## src/rtl/tbp_pkg.sv

```systemverilog
package tbp_pkg;
  localparam int GCTR_W = 3;
  localparam int LCTR_W = 2;
  localparam int SCTR_W = 2;
  localparam logic [GCTR_W-1:0] GCTR_INIT = 3'd3;
  localparam logic [LCTR_W-1:0] LCTR_INIT = 2'd1;
  localparam logic [SCTR_W-1:0] SCTR_INIT = 2'd1;
endpackage

```

## src/rtl/tbp_ctr_table.sv

```systemverilog
module tbp_ctr_table #(
  parameter int IDX_W = 6,
  parameter int CTR_W = 2,
  parameter logic [CTR_W-1:0] INIT = '0
) (
  input  logic             clk,
  input  logic             rst_n,
  input  logic [IDX_W-1:0] rd_idx,
  output logic             rd_taken,
  input  logic             wr_en,
  input  logic [IDX_W-1:0] wr_idx,
  input  logic             wr_up
);
  localparam int DEPTH = 1 << IDX_W;
  localparam logic [CTR_W-1:0] CMAX = '1;

  logic [CTR_W-1:0] ctr_q [DEPTH];
  logic [CTR_W-1:0] ctr_d [DEPTH];
  logic [CTR_W-1:0] cur;

  assign cur      = ctr_q[wr_idx];
  assign rd_taken = ctr_q[rd_idx][CTR_W-1];

  always_comb begin
    ctr_d = ctr_q;
    if (wr_en) begin
      if (wr_up && cur != CMAX)
        ctr_d[wr_idx] = cur + 1'b1;
      else if (!wr_up && cur != '0)
        ctr_d[wr_idx] = cur - 1'b1;
    end
  end

  always_ff @(posedge clk or negedge rst_n) begin
    if (!rst_n) begin
      for (int i = 0; i < DEPTH; i++) ctr_q[i] <= INIT;
    end else if (wr_en) begin
      ctr_q <= ctr_d;
    end
  end
endmodule

```

## src/rtl/tbp_hist_table.sv

```systemverilog
module tbp_hist_table #(
  parameter int IDX_W = 4,
  parameter int H_W   = 6
) (
  input  logic             clk,
  input  logic             rst_n,
  input  logic [IDX_W-1:0] rd_idx,
  output logic [H_W-1:0]   rd_hist,
  input  logic [IDX_W-1:0] up_idx,
  output logic [H_W-1:0]   up_hist,
  input  logic             wr_en,
  input  logic             wr_bit
);
  localparam int DEPTH = 1 << IDX_W;

  logic [H_W-1:0] hist_q [DEPTH];
  logic [H_W-1:0] hist_d [DEPTH];

  assign rd_hist = hist_q[rd_idx];
  assign up_hist = hist_q[up_idx];

  always_comb begin
    hist_d = hist_q;
    if (wr_en) hist_d[up_idx] = {up_hist[H_W-2:0], wr_bit};
  end

  always_ff @(posedge clk or negedge rst_n) begin
    if (!rst_n) begin
      for (int i = 0; i < DEPTH; i++) hist_q[i] <= '0;
    end else if (wr_en) begin
      hist_q <= hist_d;
    end
  end
endmodule

```

## src/rtl/tournament_bp.sv

```systemverilog
module tournament_bp #(
  parameter int G_BITS  = 6,
  parameter int L1_BITS = 4,
  parameter int L_BITS  = 6,
  parameter int S_BITS  = 6,
  localparam int M1  = (G_BITS > L_BITS) ? G_BITS : L_BITS,
  localparam int M2  = (L1_BITS > S_BITS) ? L1_BITS : S_BITS,
  localparam int PCW = (M1 > M2) ? M1 : M2
) (
  input  logic           clk,
  input  logic           rst_n,
  input  logic [PCW-1:0] pred_pc,
  output logic           pred_taken,
  output logic           pred_glob_taken,
  output logic           pred_loc_taken,
  output logic           pred_use_global,
  input  logic           upd_valid,
  input  logic [PCW-1:0] upd_pc,
  input  logic           upd_taken,
  input  logic           upd_glob_taken,
  input  logic           upd_loc_taken
);
  import tbp_pkg::*;

  // reset: asynchronous assert, synchronous release
  logic [1:0] rst_sync_q;
  logic       rst_q_n;
  always_ff @(posedge clk or negedge rst_n) begin
    if (!rst_n) rst_sync_q <= '0;
    else        rst_sync_q <= {rst_sync_q[0], 1'b1};
  end
  assign rst_q_n = rst_sync_q[1];

  // global history
  logic [G_BITS-1:0] ghist_q, ghist_d;
  always_comb begin
    ghist_d = ghist_q;
    if (upd_valid) ghist_d = {ghist_q[G_BITS-2:0], upd_taken};
  end
  always_ff @(posedge clk or negedge rst_q_n) begin
    if (!rst_q_n)       ghist_q <= '0;
    else if (upd_valid) ghist_q <= ghist_d;
  end

  // index hashing
  logic [G_BITS-1:0]  g_idx_p, g_idx_u;
  logic [L_BITS-1:0]  lh_p, lh_u, l_idx_p, l_idx_u;
  assign g_idx_p = pred_pc[G_BITS-1:0] ^ ghist_q;
  assign g_idx_u = upd_pc[G_BITS-1:0]  ^ ghist_q;
  assign l_idx_p = pred_pc[L_BITS-1:0] ^ lh_p;
  assign l_idx_u = upd_pc[L_BITS-1:0]  ^ lh_u;

  tbp_hist_table #(.IDX_W(L1_BITS), .H_W(L_BITS)) u_lhist (
    .clk(clk), .rst_n(rst_q_n),
    .rd_idx(pred_pc[L1_BITS-1:0]), .rd_hist(lh_p),
    .up_idx(upd_pc[L1_BITS-1:0]),  .up_hist(lh_u),
    .wr_en(upd_valid), .wr_bit(upd_taken)
  );

  tbp_ctr_table #(.IDX_W(G_BITS), .CTR_W(GCTR_W), .INIT(GCTR_INIT)) u_gtab (
    .clk(clk), .rst_n(rst_q_n),
    .rd_idx(g_idx_p), .rd_taken(pred_glob_taken),
    .wr_en(upd_valid), .wr_idx(g_idx_u), .wr_up(upd_taken)
  );

  tbp_ctr_table #(.IDX_W(L_BITS), .CTR_W(LCTR_W), .INIT(LCTR_INIT)) u_ltab (
    .clk(clk), .rst_n(rst_q_n),
    .rd_idx(l_idx_p), .rd_taken(pred_loc_taken),
    .wr_en(upd_valid), .wr_idx(l_idx_u), .wr_up(upd_taken)
  );

  logic sel_wr;
  assign sel_wr = upd_valid && (upd_glob_taken != upd_loc_taken);

  tbp_ctr_table #(.IDX_W(S_BITS), .CTR_W(SCTR_W), .INIT(SCTR_INIT)) u_sel (
    .clk(clk), .rst_n(rst_q_n),
    .rd_idx(pred_pc[S_BITS-1:0]), .rd_taken(pred_use_global),
    .wr_en(sel_wr), .wr_idx(upd_pc[S_BITS-1:0]),
    .wr_up(upd_glob_taken == upd_taken)
  );

  assign pred_taken = pred_use_global ? pred_glob_taken : pred_loc_taken;
endmodule

```

## config.mk

```make
export PLATFORM = sky130hd
export DESIGN_NAME = tournament_bp
export DESIGN_NICKNAME = d
export VERILOG_FILES = /design/src/rtl/tbp_pkg.sv /design/src/rtl/tbp_ctr_table.sv /design/src/rtl/tbp_hist_table.sv /design/src/rtl/tournament_bp.sv
export SDC_FILE = /design/constraint.sdc
export NUM_CORES = 1
export LEC_CHECK = 0
export BUFFER_PORTS_ARGS = -buffer_cell sky130_fd_sc_hd__buf_2
export CORE_UTILIZATION = 58
export DETAILED_ROUTE_END_ITERATION = 7
export HOLD_SLACK_MARGIN = 0.1
export PLACE_DENSITY = 0.75
export SYNTH_ARGS = -nofsm -noshare
export SYNTH_HDL_FRONTEND = slang
export SYNTH_SLANG_ARGS = --single-unit
```

## constraint.sdc

```tcl
create_clock -name clk -period 18.8 [get_ports clk]
set_clock_uncertainty 0.15 [all_clocks]
set_input_delay 0.94 -clock clk [delete_from_list [all_inputs] [get_ports clk]]
set_output_delay 0.94 -clock clk [all_outputs]
set_load 0.005 [all_outputs]
```

Word level (Yosys, flattened, before mapping)
Index checks and enable logic that the tools add are counted.
{"block": "op_classes", "n_addsub": 6, "n_lt_le_gt_ge": 12, "n_eq_ne": 5, "n_mux": 46, "bitwise": 12, "n_reduce_logical": 22}
{"op": "128-bit bitwise mux", "n": 4}
{"op": "128-bit 2-to-1 mux", "n": 4}
{"op": "192-bit bitwise mux", "n": 2}
{"op": "192-bit 2-to-1 mux", "n": 2}
{"op": "96-bit bitwise mux", "n": 1}
{"op": "2-bit binary-select mux with 6-bit select", "n": 4}
{"op": "6-bit binary-select mux with 4-bit select", "n": 2}
{"op": "7-bit greater-or-equal comparator (second input constant)", "n": 6}
{"op": "6-bit NOT with 7-bit output", "n": 6}
{"op": "3-bit binary-select mux with 6-bit select", "n": 2}
{"op": "6-bit 2-to-1 mux", "n": 5}
{"op": "2-bit demux with 6-bit select", "n": 2}
{"op": "6-bit demux with 4-bit select", "n": 1}
{"op": "6-bit bitwise XOR", "n": 4}
{"op": "7-bit by 1-bit < comparator with 1-bit output (second input constant)", "n": 3}
{"op": "2-bit 2-to-1 mux", "n": 10}
{"op": "3-bit demux with 6-bit select", "n": 1}
{"op": "3-bit 2-to-1 mux", "n": 5}
{"op": "1-bit logical AND", "n": 11}
{"op": "5-bit greater-or-equal comparator (second input constant)", "n": 2}
{"op": "4-bit NOT with 5-bit output", "n": 2}
{"op": "2-bit nonzero test", "n": 5}
{"op": "2-bit AND reduction", "n": 3}
{"op": "5-bit by 1-bit < comparator with 1-bit output (second input constant)", "n": 1}
{"op": "other kinds (11)", "n": 15}
{"block": "totals", "ff_bits": 552, "input_bits": 18, "output_inout_bits": 4, "elab_cells": 313}

Depth between registers and ports, before layout
Gate-level depths: netlist of the first run.
{"block": "depth", "word_depth": 13, "mapped_depth": 27, "ltp_nobuf": 18}

By module
Synthesis of the first run repeated with hierarchy kept, for this count alone.
{"block": "unflattened", "cells_unflattened": 2372, "hier_area_um2": 30287.8}
{"module": "tbp_ctr_table (u_ltab ...)", "n_inst": 2, "cells_each": 559, "area_per_inst_um2": 7125.6, "seq_area_each_um2": 3283.1}
{"module": "tbp_ctr_table (u_gtab)", "n_inst": 1, "cells_each": 881, "area_per_inst_um2": 10333.7, "seq_area_each_um2": 4964.8}
{"module": "tbp_hist_table", "n_inst": 1, "cells_each": 329, "area_per_inst_um2": 5151.2, "seq_area_each_um2": 2402.3}
{"module": "tournament_bp", "n_inst": 1, "cells_each": 44, "area_per_inst_um2": 551.8, "seq_area_each_um2": 200.2}

Worst setup path before layout of the first run
No wires, ideal clock.
{"block": "synth_timing", "path_type": "input-to-reg", "startpoint": "input port upd_pc[0]", "endpoint": "register u_sel.ctr_q[65] in the netlist's numbering", "setup_time_ns": 0.125, "arrival_ns": 5.769, "t_required_ns": 18.525, "slack_ns": 12.757, "cell_stages": 17, "n_path_buf": 7, "cell_sequence": "buf_2 > buf_4 > buf_6 > buf_6 > buf_2 > buf_1 > mux4_2 > mux4_2 > mux4_2 > ha_1 > o221ai_1 > o211ai_1 > or2_2 > or3_1 > clkbuf_1 > nor2_1 > mux2_2"}
{"block": "synth_between", "elab_chain_cells": 8, "word_cells_on_any_way": 21, "cone_classes": "add/sub: 2; order compare: 2; eq/ne: 1; mux: 9; bitwise: 1; reduce/logical: 6"}
{"element": "start, declared", "line_no": "tournament_bp.sv:18", "text": "input logic [PCW-1:0] upd_pc,"}
{"element": "6-bit NOT with 7-bit output (implied by the code) (*)", "line_no": "tbp_ctr_table.sv:21, tbp_ctr_table.sv:28, tbp_ctr_table.sv:30"}
{"element": "2-bit binary-select mux with 6-bit select, or another cell as far along", "line_no": "tbp_ctr_table.sv:21", "text": "assign cur = ctr_q[wr_idx];"}
{"element": "2-bit 2-to-1 mux (implied by the code) / 1-bit logical AND (equally long branches)", "line_no": "tbp_ctr_table.sv:21, tbp_ctr_table.sv:28, tbp_ctr_table.sv:30"}
{"element": "2-bit 2-to-1 mux, on equally long branches", "line_no": "tbp_ctr_table.sv:21, tbp_ctr_table.sv:28, tbp_ctr_table.sv:30"}
{"element": "2-bit by 1-bit subtractor with 2-bit output, or another cell as far along", "line_no": "tbp_ctr_table.sv:30", "text": "ctr_d[wr_idx] = cur - 1'b1;"}
{"element": "128-bit bitwise mux, or another cell as far along", "line_no": "tbp_ctr_table.sv:30"}
{"element": "128-bit 2-to-1 mux / 2-bit nonzero test (equally long branches)"}
{"element": "128-bit 2-to-1 mux / 2-bit AND reduction (equally long branches)"}
{"element": "end signal, assigned", "line_no": "tbp_ctr_table.sv:38", "text": "ctr_q <= ctr_d;"}
{"element": "end, declared", "line_no": "tbp_ctr_table.sv:17", "text": "logic [CTR_W-1:0] ctr_q [DEPTH];"}
Every way passes the cells marked *; elsewhere a longest branch is shown, timed or not. The select of a mux whose other input is x is not followed.
A chain may end at the register's enable or synchronous reset.

Worst setup path in the final report of the first run
{"block": "layout_timing", "startpoint": "input port upd_pc[0]", "endpoint": "register u_ltab.ctr_q[23] in the netlist's numbering"}
{"block": "layout_between", "elab_chain_cells": 13, "word_cells_on_any_way": 26, "cone_classes": "add/sub: 2; order compare: 2; eq/ne: 1; mux: 12; bitwise: 3; reduce/logical: 6"}
{"element": "4-bit NOT with 5-bit output (implied by the code)", "line_no": "tbp_hist_table.sv:20", "text": "assign up_hist = hist_q[up_idx];"}
{"element": "6-bit binary-select mux with 4-bit select", "line_no": "tbp_hist_table.sv:20"}
{"element": "6-bit 2-to-1 mux (implied by the code) (2 in a row)", "line_no": "tbp_hist_table.sv:20"}
{"element": "6-bit bitwise XOR (*)", "line_no": "tournament_bp.sv:51", "text": "assign l_idx_u = upd_pc[L_BITS-1:0] ^ lh_u;"}
{"element": "6-bit NOT with 7-bit output (implied by the code) (*)", "line_no": "tbp_ctr_table.sv:21, tbp_ctr_table.sv:28, tbp_ctr_table.sv:30"}
{"element": "2-bit binary-select mux with 6-bit select, or another cell as far along", "line_no": "tbp_ctr_table.sv:21"}
{"element": "2-bit 2-to-1 mux (implied by the code) / 1-bit logical AND (equally long branches)", "line_no": "tbp_ctr_table.sv:21, tbp_ctr_table.sv:28, tbp_ctr_table.sv:30"}
{"element": "2-bit 2-to-1 mux, on equally long branches", "line_no": "tbp_ctr_table.sv:21, tbp_ctr_table.sv:28, tbp_ctr_table.sv:30"}
{"element": "2-bit by 1-bit subtractor with 2-bit output, or another cell as far along", "line_no": "tbp_ctr_table.sv:30"}
{"element": "128-bit bitwise mux, or another cell as far along", "line_no": "tbp_ctr_table.sv:30"}
{"element": "128-bit 2-to-1 mux / 2-bit nonzero test (equally long branches)"}
{"element": "128-bit 2-to-1 mux / 2-bit AND reduction (equally long branches)"}
{"element": "end signal, assigned", "line_no": "tbp_ctr_table.sv:38"}
{"element": "end, declared", "line_no": "tbp_ctr_table.sv:17"}
Marked as above.

==> results of run 1 <==
==> area by class of cell <==
class	instances	area [um^2]	area share, %
Sequential cell	552	14100	44.1
Clock inverter	17	171	0.534
Multi-Input combinational cell	1724	14500	45.2
Timing Repair Buffer	76	526	1.64
Tap cell	664	831	2.59
Inverter	19	71.3	0.222
Clock buffer	93	1830	5.69
==> metrics by stage <==
| stage | total power [W] | util [%] |
|---|---|---|
| floorplan | 0.00308 | - |
| global placement | 0.00353 | 60.9 |
| detailed placement | 0.00361 | 60.9 |
| CTS | 0.00480 | 65.0 |
| global route | 0.00505 | 65.0 |
| finish | 0.00483 | 65.0 |
==> synthesized netlist by cell type (all sizes together) (4+ instances only) <==
library cell / count / area, um^2
mux2: 413 / 4650
nand2: 299 / 1120
dfrtp: 296 / 7410
dfstp: 256 / 6730
nor2: 206 / 778
mux4: 148 / 3330
nand3: 123 / 616
clkbuf: 108 / 405
a21oi: 97 / 485
o21ai: 89 / 445
buf: 63 / 333
mux2i: 43 / 443
a32o: 32 / 320
o22ai: 28 / 175
inv: 19 / 71.3
xnor2: 19 / 174
a221oi: 14 / 129
xor2: 14 / 130
a31oi: 13 / 81.3
nor3: 11 / 55.1
o2bb2ai: 11 / 96.3
o221ai: 10 / 87.6
nand2b: 9 / 56.3
o211ai: 9 / 67.6
a211oi: 8 / 60.1
a22o: 8 / 70.1
ha: 8 / 100
nor2b: 8 / 50.1
a311oi: 7 / 61.3
and3: 7 / 43.8
a32oi: 6 / 52.6
and2: 6 / 37.5
or3: 6 / 37.5
nand4: 5 / 31.3
nor3b: 5 / 37.5
nor4: 5 / 31.3
a221o: 4 / 40.0
nand4b: 4 / 35.0
or2: 4 / 25.0
or4: 4 / 30.0
==> metal layers <==
layer	share of wire (%)	GRT usage, %
met5	0.016	0
met4	4.0	14.3
met3	8.6	6.47
met2	48	50.4
met1	40	42.8
==> path summary, 6_finish.rpt <==
kind / from / endpoint / slack, ns
hold / removal: rst_sync_q[1]$_DFF_PN0_ / u_gtab.ctr_q[125]$_DFFE_PN0P_ / 0.17
hold reg to reg: rst_sync_q[1]$_DFF_PN0_ / u_gtab.ctr_q[125]$_DFFE_PN0P_ / 0.17
max in group asynchronous: rst_sync_q[1]$_DFF_PN0_ / u_ltab.ctr_q[87]$_DFFE_PN0P_ / 15.30
setup reg to reg: u_lhist.hist_q[48]$_DFFE_PN0P_ / u_ltab.ctr_q[23]$_DFFE_PN0P_ / 12.37
setup / recovery: upd_pc[0] / u_ltab.ctr_q[23]$_DFFE_PN0P_ / 11.09
min in group clk: rst_sync_q[0]$_DFF_PN0_ / rst_sync_q[1]$_DFF_PN0_ / 0.20
==> logic make-up (layout without fill, tap and decap cells) <==
family                   count (synthesis)  after routing  share of synthesized area [%]
AO/OA/AOI/OAI                          369            369                           8.41
XOR/XNOR                                33             33                           1.04
adder cells (fa/ha/maj)                  8              8                          0.342
buffers and inverters                  190            205                           2.76
flip-flops                             552            552                           48.2
multiplexers                           604            604                           28.8
other                                    1              1                         0.0128
AND/OR/NAND/NOR                        709            709                           10.4
==> where the power goes <==
group          leakage [nW]  internal, W  switching, W
registers              6.60      0.00169      0.000254
clock network         0.984     0.000704      0.000488
logic                  5.56     0.000668       0.00102
==> worst max-delay path, stage by stage <==
cell and delay (ns):
sky130_fd_sc_hd__buf_4 0.56, sky130_fd_sc_hd__buf_4 0.68, sky130_fd_sc_hd__mux4_2 0.58, sky130_fd_sc_hd__mux2i_1 0.26
sky130_fd_sc_hd__mux2i_4 0.22, sky130_fd_sc_hd__xor2_2 0.22, sky130_fd_sc_hd__buf_4 0.30, sky130_fd_sc_hd__nor2_1 0.53
sky130_fd_sc_hd__a221oi_1 0.21, sky130_fd_sc_hd__o221ai_1 0.22, sky130_fd_sc_hd__nand4_1 0.69, sky130_fd_sc_hd__and4_1 0.51
sky130_fd_sc_hd__ha_1 0.18, sky130_fd_sc_hd__nor2_1 0.09, sky130_fd_sc_hd__o21ai_0 0.11, sky130_fd_sc_hd__or2_2 0.35
sky130_fd_sc_hd__nor2_1 0.82, sky130_fd_sc_hd__nand2_1 0.22, sky130_fd_sc_hd__mux2_2 0.33
==> metrics.txt, run 1 <==
# TYPE chip_impl_metric gauge
chip_impl_metric{name="clk_transition_reported_paths",unit="ns"} 0.06
chip_impl_metric{name="pin_count",unit=""} 22
chip_impl_metric{name="final.setup.tns",unit="ns"} 0
chip_impl_metric{name="groute.usage.overall",unit="%"} 31.9
chip_impl_metric{name="finalHoldViolCount",unit=""} 0
chip_impl_metric{name="start_util",unit="%"} 59.4
chip_impl_metric{name="globalplace.congestion",unit=""} 0.940
chip_impl_metric{name="ys_ff_latch",unit=""} 552
chip_impl_info{name="cts_tree",value="built"} 1
chip_impl_metric{name="yosys.cell_types.count",unit=""} 78
chip_impl_metric{name="postLayoutCellArea",unit="um^2"} 32100
chip_impl_metric{name="fin_nets",unit=""} 2457
chip_impl_metric{name="cts_max_path_buffers",unit=""} 3
chip_impl_metric{name="filler_cell_count",unit=""} 3672
chip_impl_metric{name="finalWorstSetupSlack",unit="ns"} 11.09
chip_impl_metric{name="detail_route.first_pass.iterations",unit=""} 8
chip_impl_metric{name="timing.max_cap.violations",unit=""} 0
chip_impl_metric{name="post_route_cells_drive_above_1_share",unit="%"} 41.1
chip_impl_metric{name="ys_async_sr_fraction",unit="%"} 100
chip_impl_metric{name="hpwlAfterDp",unit="mm"} 49.8
chip_impl_metric{name="worst-r2r-cell-count",unit=""} 17
chip_impl_metric{name="die_w",unit="um"} 227
chip_impl_metric{name="postCtsHoldBufs",unit=""} 1
chip_impl_metric{name="finalWorstPathRequiredPeriod",unit="ns"} 7.71
chip_impl_metric{name="synth-edff-count",unit=""} 0
chip_impl_metric{name="timing.final.setup_violations",unit=""} 0
chip_impl_info{name="outcome",value="complete, no violations"} 1
chip_impl_metric{name="pre_cts_slack",unit="ns"} 10.58
chip_impl_metric{name="die-area",unit="um^2"} 51400
chip_impl_metric{name="worstPathMaxFanout",unit=""} 36
chip_impl_metric{name="leak_pwr",unit="nW"} 13.1
chip_impl_metric{name="chipHeight",unit="um"} 227
chip_impl_metric{name="synth-warning-count",unit=""} 0
chip_impl_metric{name="max_slew_margin",unit="%"} 17.5
chip_impl_metric{name="worst_slew_pin_slew",unit="ns"} 1.23
chip_impl_info{name="min_path_type",value="reg -> async"} 1
chip_impl_metric{name="maximum_level_of_the_cts_h_tree",unit=""} 2
chip_impl_metric{name="vias_per_cell",unit=""} 6.83
chip_impl_metric{name="power.ir.vdd_worst",unit="uV"} 161
chip_impl_metric{name="place_area",unit="um^2"} 30100
chip_impl_metric{name="synth.net_count",unit=""} 2492
chip_impl_metric{name="synthToLayoutAreaGrowth",unit="%"} 9.49
chip_impl_metric{name="grt_pass1_wl",unit="mm"} 126
chip_impl_info{name="setup.worst_path.start_class",value="primary input"} 1
chip_impl_info{name="criticalPathCategory",value="in -> reg"} 1
chip_impl_metric{name="antenna_violating_nets_post_route",unit=""} 0
chip_impl_metric{name="routed-via-count",unit=""} 21490
chip_impl_metric{name="worst-endpoint-required",unit="ns"} 19.15
chip_impl_metric{name="routed_wl",unit="mm"} 78.9
chip_impl_metric{name="global_route.overflow_total",unit=""} 0
chip_impl_metric{name="max_freq",unit="MHz"} 130
chip_impl_metric{name="placeableCoreArea",unit="um^2"} 49400
chip_impl_metric{name="final_cell_count_no_fill",unit=""} 3145
chip_impl_metric{name="number_of_buffers_added_on_ports",unit=""} 21
chip_impl_metric{name="post-place-cells",unit=""} 3034
chip_impl_metric{name="synth.yosys.seq_area_share",unit="%"} 48.2
chip_impl_info{name="setup.worst_path.end_class",value="register"} 1
chip_impl_metric{name="cts.repair_timing.setup_buffer_count",unit=""} 0
chip_impl_metric{name="postSynthCellCount",unit=""} 2466
chip_impl_metric{name="post-route-period-util",unit="%"} 41.0
chip_impl_metric{name="diodes",unit=""} 0
chip_impl_metric{name="cp_data_arrival_time",unit="ns"} 8.06
chip_impl_metric{name="maximum_number_of_pins_on_one_net_before_global_route_repair",unit=""} 86
chip_impl_metric{name="count_of_cells_resized_by_post_cts_repair",unit=""} 0
chip_impl_metric{name="cts.sinks",unit=""} 552
chip_impl_info{name="ys_dominant_reg_cell",value="sky130_fd_sc_hd__dfrtp_1"} 1
chip_impl_metric{name="antenna_violations_before_repair",unit=""} 2
chip_impl_metric{name="drc",unit=""} 0
chip_impl_metric{name="timing.hold.ws",unit="ns"} 0.173
chip_impl_metric{name="routedWlPerCell",unit="um"} 25.1
chip_impl_info{name="unrepaired_setup_endpoints_after_global_routing",value="false"} 1
chip_impl_info{name="layout_common_cells",value="412 x sky130_fd_sc_hd__mux2_2, 298 x sky130_fd_sc_hd__nand2_1, 295 x sky130_fd_sc_hd__dfrtp_1, 256 x sky130_fd_sc_hd__dfstp_2, 204 x sky130_fd_sc_hd__nor2_1"} 1
chip_impl_metric{name="cts_buffers",unit=""} 58
chip_impl_metric{name="via_count_of_the_first_global_routing_pass",unit=""} 22177
chip_impl_metric{name="placementRows",unit=""} 81
chip_impl_metric{name="syn_area",unit="um^2"} 29300
chip_impl_metric{name="drv_slew",unit=""} 0
chip_impl_info{name="final_common_cell",value="sky130_fd_sc_hd__mux2_2"} 1
chip_impl_info{name="clockRootBuffer",value="sky130_fd_sc_hd__clkbuf_16"} 1
chip_impl_metric{name="syn_avg_cell_area",unit="um^2"} 11.9
chip_impl_metric{name="clock_latency",unit="ns"} 0.63
chip_impl_metric{name="power.density_cell_area",unit="nW/um^2"} 150
chip_impl_metric{name="initialDrtViolationCount",unit=""} 2560
Note: power is estimated with default switching activity, not from simulation.
==> run 2: changes to the inputs <==
Settings changed: ABC_AREA from default to 1.
Clock period 18.8 ns to 7.8 ns, I/O delays scaled along.
==> run 2 against run 1 <==
Cell count increased by 63%; first-iteration DRC count increased by 53%; clock power increased by 150%; largest power group unchanged.
==> metrics.txt, run 2 <==
# TYPE chip_impl_metric gauge
chip_impl_info{name="outcome",value="complete, no violations"} 1
chip_impl_metric{name="finalWorstPathRequiredPeriod",unit="ns"} 6.09
chip_impl_info{name="critPathLaunch",value="ghist_q[0]$_DFFE_PN0P_"} 1
chip_impl_metric{name="grt_pass1_wl",unit="mm"} 159
chip_impl_metric{name="yosys.cell_types.count",unit=""} 54
chip_impl_info{name="holdCritStartpoint",value="upd_taken"} 1
chip_impl_metric{name="maximum_level_of_the_cts_h_tree",unit=""} 2
chip_impl_metric{name="leak_pwr",unit="nW"} 15.8
chip_impl_metric{name="via_count_of_the_first_global_routing_pass",unit=""} 28526
chip_impl_metric{name="syn_avg_cell_area",unit="um^2"} 7.08
chip_impl_metric{name="timing.final.setup_violations",unit=""} 0
chip_impl_metric{name="synth_top_cell_area_share",unit="%"} 23.5
chip_impl_metric{name="final.setup.tns",unit="ns"} 0
chip_impl_metric{name="post_route_cells_drive_above_1_share",unit="%"} 11.9
chip_impl_metric{name="start_util",unit="%"} 58.6
chip_impl_metric{name="worstPathMaxFanout",unit=""} 47
chip_impl_metric{name="routed_wl",unit="mm"} 101
chip_impl_metric{name="cts_buffers",unit=""} 59
chip_impl_info{name="final_common_cell",value="sky130_fd_sc_hd__nand2_1"} 1
chip_impl_metric{name="multi_input_area",unit="um^2"} 14800
chip_impl_metric{name="groute.usage.overall",unit="%"} 36.3
chip_impl_metric{name="power.ir.vdd_worst",unit="uV"} 479
chip_impl_metric{name="fin_nets",unit=""} 4393
chip_impl_metric{name="cts.sinks",unit=""} 552
chip_impl_metric{name="routed-via-count",unit=""} 30586
chip_impl_metric{name="ys_async_sr_fraction",unit="%"} 100
chip_impl_info{name="unrepaired_setup_endpoints_after_global_routing",value="false"} 1
chip_impl_info{name="setup.worst_path.start_class",value="register"} 1
chip_impl_info{name="layout_common_cells",value="1657 x sky130_fd_sc_hd__nand2_1, 437 x sky130_fd_sc_hd__o21ai_0, 368 x sky130_fd_sc_hd__inv_1, 338 x sky130_fd_sc_hd__nand3_1, 336 x sky130_fd_sc_hd__nor2_1"} 1
chip_impl_metric{name="regToRegSetupSlack",unit="ns"} 1.71
chip_impl_info{name="clockRootBuffer",value="sky130_fd_sc_hd__clkbuf_16"} 1
chip_impl_metric{name="worst_slew_pin_slew",unit="ns"} 1.33
chip_impl_metric{name="synth.yosys.seq_area_share",unit="%"} 44.8
chip_impl_metric{name="finalWorstSetupSlack",unit="ns"} 1.71
chip_impl_metric{name="postSynthCellCount",unit=""} 4452
chip_impl_metric{name="pre_cts_slack",unit="ns"} 1.30
chip_impl_metric{name="clk_transition_reported_paths",unit="ns"} 0.06
chip_impl_info{name="synth.area.top_cells",value="sky130_fd_sc_hd__dfrtp_1 23%, sky130_fd_sc_hd__dfstp_2 21%, sky130_fd_sc_hd__nand2_1 20%"} 1
chip_impl_metric{name="cp_data_arrival_time",unit="ns"} 6.51
chip_impl_metric{name="placeableCoreArea",unit="um^2"} 53800
chip_impl_metric{name="worst-endpoint-required",unit="ns"} 8.22
chip_impl_metric{name="drv_slew",unit=""} 0
chip_impl_metric{name="chipHeight",unit="um"} 235
chip_impl_metric{name="die-area",unit="um^2"} 55300
chip_impl_metric{name="placementRows",unit=""} 85
chip_impl_metric{name="global_route.overflow_total",unit=""} 0
chip_impl_metric{name="globalplace.congestion",unit=""} 0.941
chip_impl_metric{name="initialDrtViolationCount",unit=""} 3907
chip_impl_metric{name="cts_max_path_buffers",unit=""} 3
chip_impl_info{name="cts_tree",value="built"} 1
chip_impl_metric{name="synthToLayoutAreaGrowth",unit="%"} 7.68
chip_impl_metric{name="count_of_cells_resized_by_post_cts_repair",unit=""} 0
chip_impl_metric{name="max_freq",unit="MHz"} 164
chip_impl_info{name="crit_path_end",value="u_gtab.ctr_q[29]$_DFFE_PN0P_"} 1
chip_impl_metric{name="maximum_number_of_pins_on_one_net_before_global_route_repair",unit=""} 170
chip_impl_info{name="timing.rr.start",value="ghist_q[0]$_DFFE_PN0P_"} 1
chip_impl_metric{name="synth-edff-count",unit=""} 0
chip_impl_metric{name="number_of_buffers_added_on_ports",unit=""} 21
chip_impl_info{name="criticalPathCategory",value="reg -> reg"} 1
chip_impl_metric{name="timing.max_cap.violations",unit=""} 0
chip_impl_metric{name="synth.net_count",unit=""} 4478
chip_impl_metric{name="clock_latency",unit="ns"} 0.66
chip_impl_metric{name="ys_ff_latch",unit=""} 552
chip_impl_info{name="min_path_type",value="in -> reg"} 1
chip_impl_metric{name="synth-warning-count",unit=""} 0
chip_impl_metric{name="filler_cell_count",unit=""} 4855
chip_impl_info{name="post-synth-top-area-cell",value="sky130_fd_sc_hd__dfrtp_1"} 1
chip_impl_metric{name="vias_per_cell",unit=""} 5.98
chip_impl_metric{name="antenna_violating_nets_post_route",unit=""} 0
chip_impl_metric{name="die_w",unit="um"} 235
chip_impl_info{name="critical_path.reg2reg.endpoint",value="u_gtab.ctr_q[29]$_DFFE_PN0P_"} 1
chip_impl_metric{name="finalHoldViolCount",unit=""} 0
chip_impl_metric{name="hpwlAfterDp",unit="mm"} 62.9
chip_impl_metric{name="pin_count",unit=""} 22
chip_impl_info{name="synthMostInstantiatedCell",value="sky130_fd_sc_hd__nand2_1"} 1
chip_impl_metric{name="routedWlPerCell",unit="um"} 19.8
chip_impl_metric{name="diodes",unit=""} 0
chip_impl_metric{name="antenna_violations_before_repair",unit=""} 0
chip_impl_metric{name="post-route-period-util",unit="%"} 78.0
chip_impl_metric{name="drc",unit=""} 0
chip_impl_info{name="setup.worst_path.end_class",value="register"} 1
chip_impl_metric{name="power.density_cell_area",unit="nW/um^2"} 316
chip_impl_info{name="ys_top_cells_by_count",value="1659 x sky130_fd_sc_hd__nand2_1, 437 x sky130_fd_sc_hd__o21ai_0, 368 x sky130_fd_sc_hd__inv_1"} 1
chip_impl_metric{name="syn_area",unit="um^2"} 31500
chip_impl_metric{name="seq_area",unit="um^2"} 14100
chip_impl_metric{name="max_slew_margin",unit="%"} 11.0
chip_impl_metric{name="detail_route.first_pass.iterations",unit=""} 7
chip_impl_metric{name="worst-r2r-cell-count",unit=""} 23
chip_impl_info{name="ys_dominant_reg_cell",value="sky130_fd_sc_hd__dfrtp_1"} 1
run 2: cells by family after synthesis:
kind of cell | count (synthesis) | synth area share (%)
mux | 2 | 0.0674
compound gates | 799 | 14.2
fa+ha+maj | 8 | 0.317
xor+xnor | 19 | 0.599
other cells | 1 | 0.0119
flops | 552 | 44.8
buf+inv | 622 | 8.29
simple gates | 2449 | 31.7
run 2: layer usage:
metal	up-vias	GRT usage (%)	share of wire [%]
li1	14238	-	-
met1	14220	50.7	41
met2	1808	54.9	44
met3	320	7.27	11
met4	0	15.7	4.2
met5	-	0	0
run 2: where the power goes:
part | switching, W | total [W] | internal [W]
Clock | 0.00126 | 0.00292 | 0.00166
Sequential | 0.000482 | 0.00432 | 0.00384
Combinational | 0.00256 | 0.00349 | 0.000926
run 2: critical path, cell delays in order, from the launching register on:
cell                      delay [ns]
sky130_fd_sc_hd__dfrtp_1        0.44
sky130_fd_sc_hd__inv_1          0.15
sky130_fd_sc_hd__nand2_1        0.10
sky130_fd_sc_hd__nand2_4        0.40
sky130_fd_sc_hd__inv_2          0.37
sky130_fd_sc_hd__nand2_2        0.48
sky130_fd_sc_hd__buf_4          0.29
sky130_fd_sc_hd__o22ai_1        0.11
sky130_fd_sc_hd__o41ai_1        0.74
sky130_fd_sc_hd__nand2_1        0.21
sky130_fd_sc_hd__nor2_1         0.17
sky130_fd_sc_hd__nand2_2        0.06
sky130_fd_sc_hd__buf_4          0.24
sky130_fd_sc_hd__inv_1          0.09
sky130_fd_sc_hd__ha_1           0.14
sky130_fd_sc_hd__ha_1           0.21
sky130_fd_sc_hd__nor2_4         0.05
sky130_fd_sc_hd__inv_1          0.08
sky130_fd_sc_hd__buf_4          0.48
sky130_fd_sc_hd__nand2_2        0.37
sky130_fd_sc_hd__buf_4          0.35
sky130_fd_sc_hd__nand3_1        0.16
sky130_fd_sc_hd__nand2_1        0.07
sky130_fd_sc_hd__nand2_1        0.05
run 2: worst min path at each step:
| stage | to | slack [ns] | depth (start not counted) |
|---|---|---|---|
| after floorplan | rst_sync_q[0]$_DFF_PN0_ | -0.06 | 0 |
| after global placement | rst_sync_q[0]$_DFF_PN0_ | 0.03 | 1 |
| after detailed placement | rst_sync_q[0]$_DFF_PN0_ | 0.03 | 1 |
| after CTS | ghist_q[0]$_DFFE_PN0P_ | 0.11 | 3 |
| after global routing | ghist_q[0]$_DFFE_PN0P_ | 0.16 | 3 |
| final | ghist_q[0]$_DFFE_PN0P_ | 0.16 | 3 |
run 2: final cells by class:
| type | count | share of cell area (%) |
|---|---|---|
| inverter | 389 | 4.30 |
| clock buffer | 87 | 5.04 |
| clock inverter | 25 | 0.807 |
| multi-input combinational | 3278 | 43.7 |
| sequential | 552 | 41.6 |
| timing repair buffer | 87 | 1.97 |
| tap | 696 | 2.56 |
run 2: what timing repair did:
action                                  4_1_cts  5_1_grt
hold buffers                                  2        0
hold endpoints to repair                      2        0
endpoints found under the setup margin        0        0
buffers inserted                              0        0
run 2: stage by stage:
step | std cells | cell area, um^2 | total power [W] | hold slack, ns | utilization, %
after floorplan | 4452 | 31500 | 0.00656 | -0.0556 | -
final | 5114 | 34000 | 0.0107 | 0.163 | 63.1
after global placement | 5000 | 32000 | 0.00765 | 0.0260 | 59.4
after detailed placement | 5000 | 32000 | 0.00772 | 0.0263 | 59.4
after global routing | 5114 | 34000 | 0.0112 | 0.158 | 63.1
after CTS | 5114 | 34000 | 0.0107 | 0.113 | 63.1
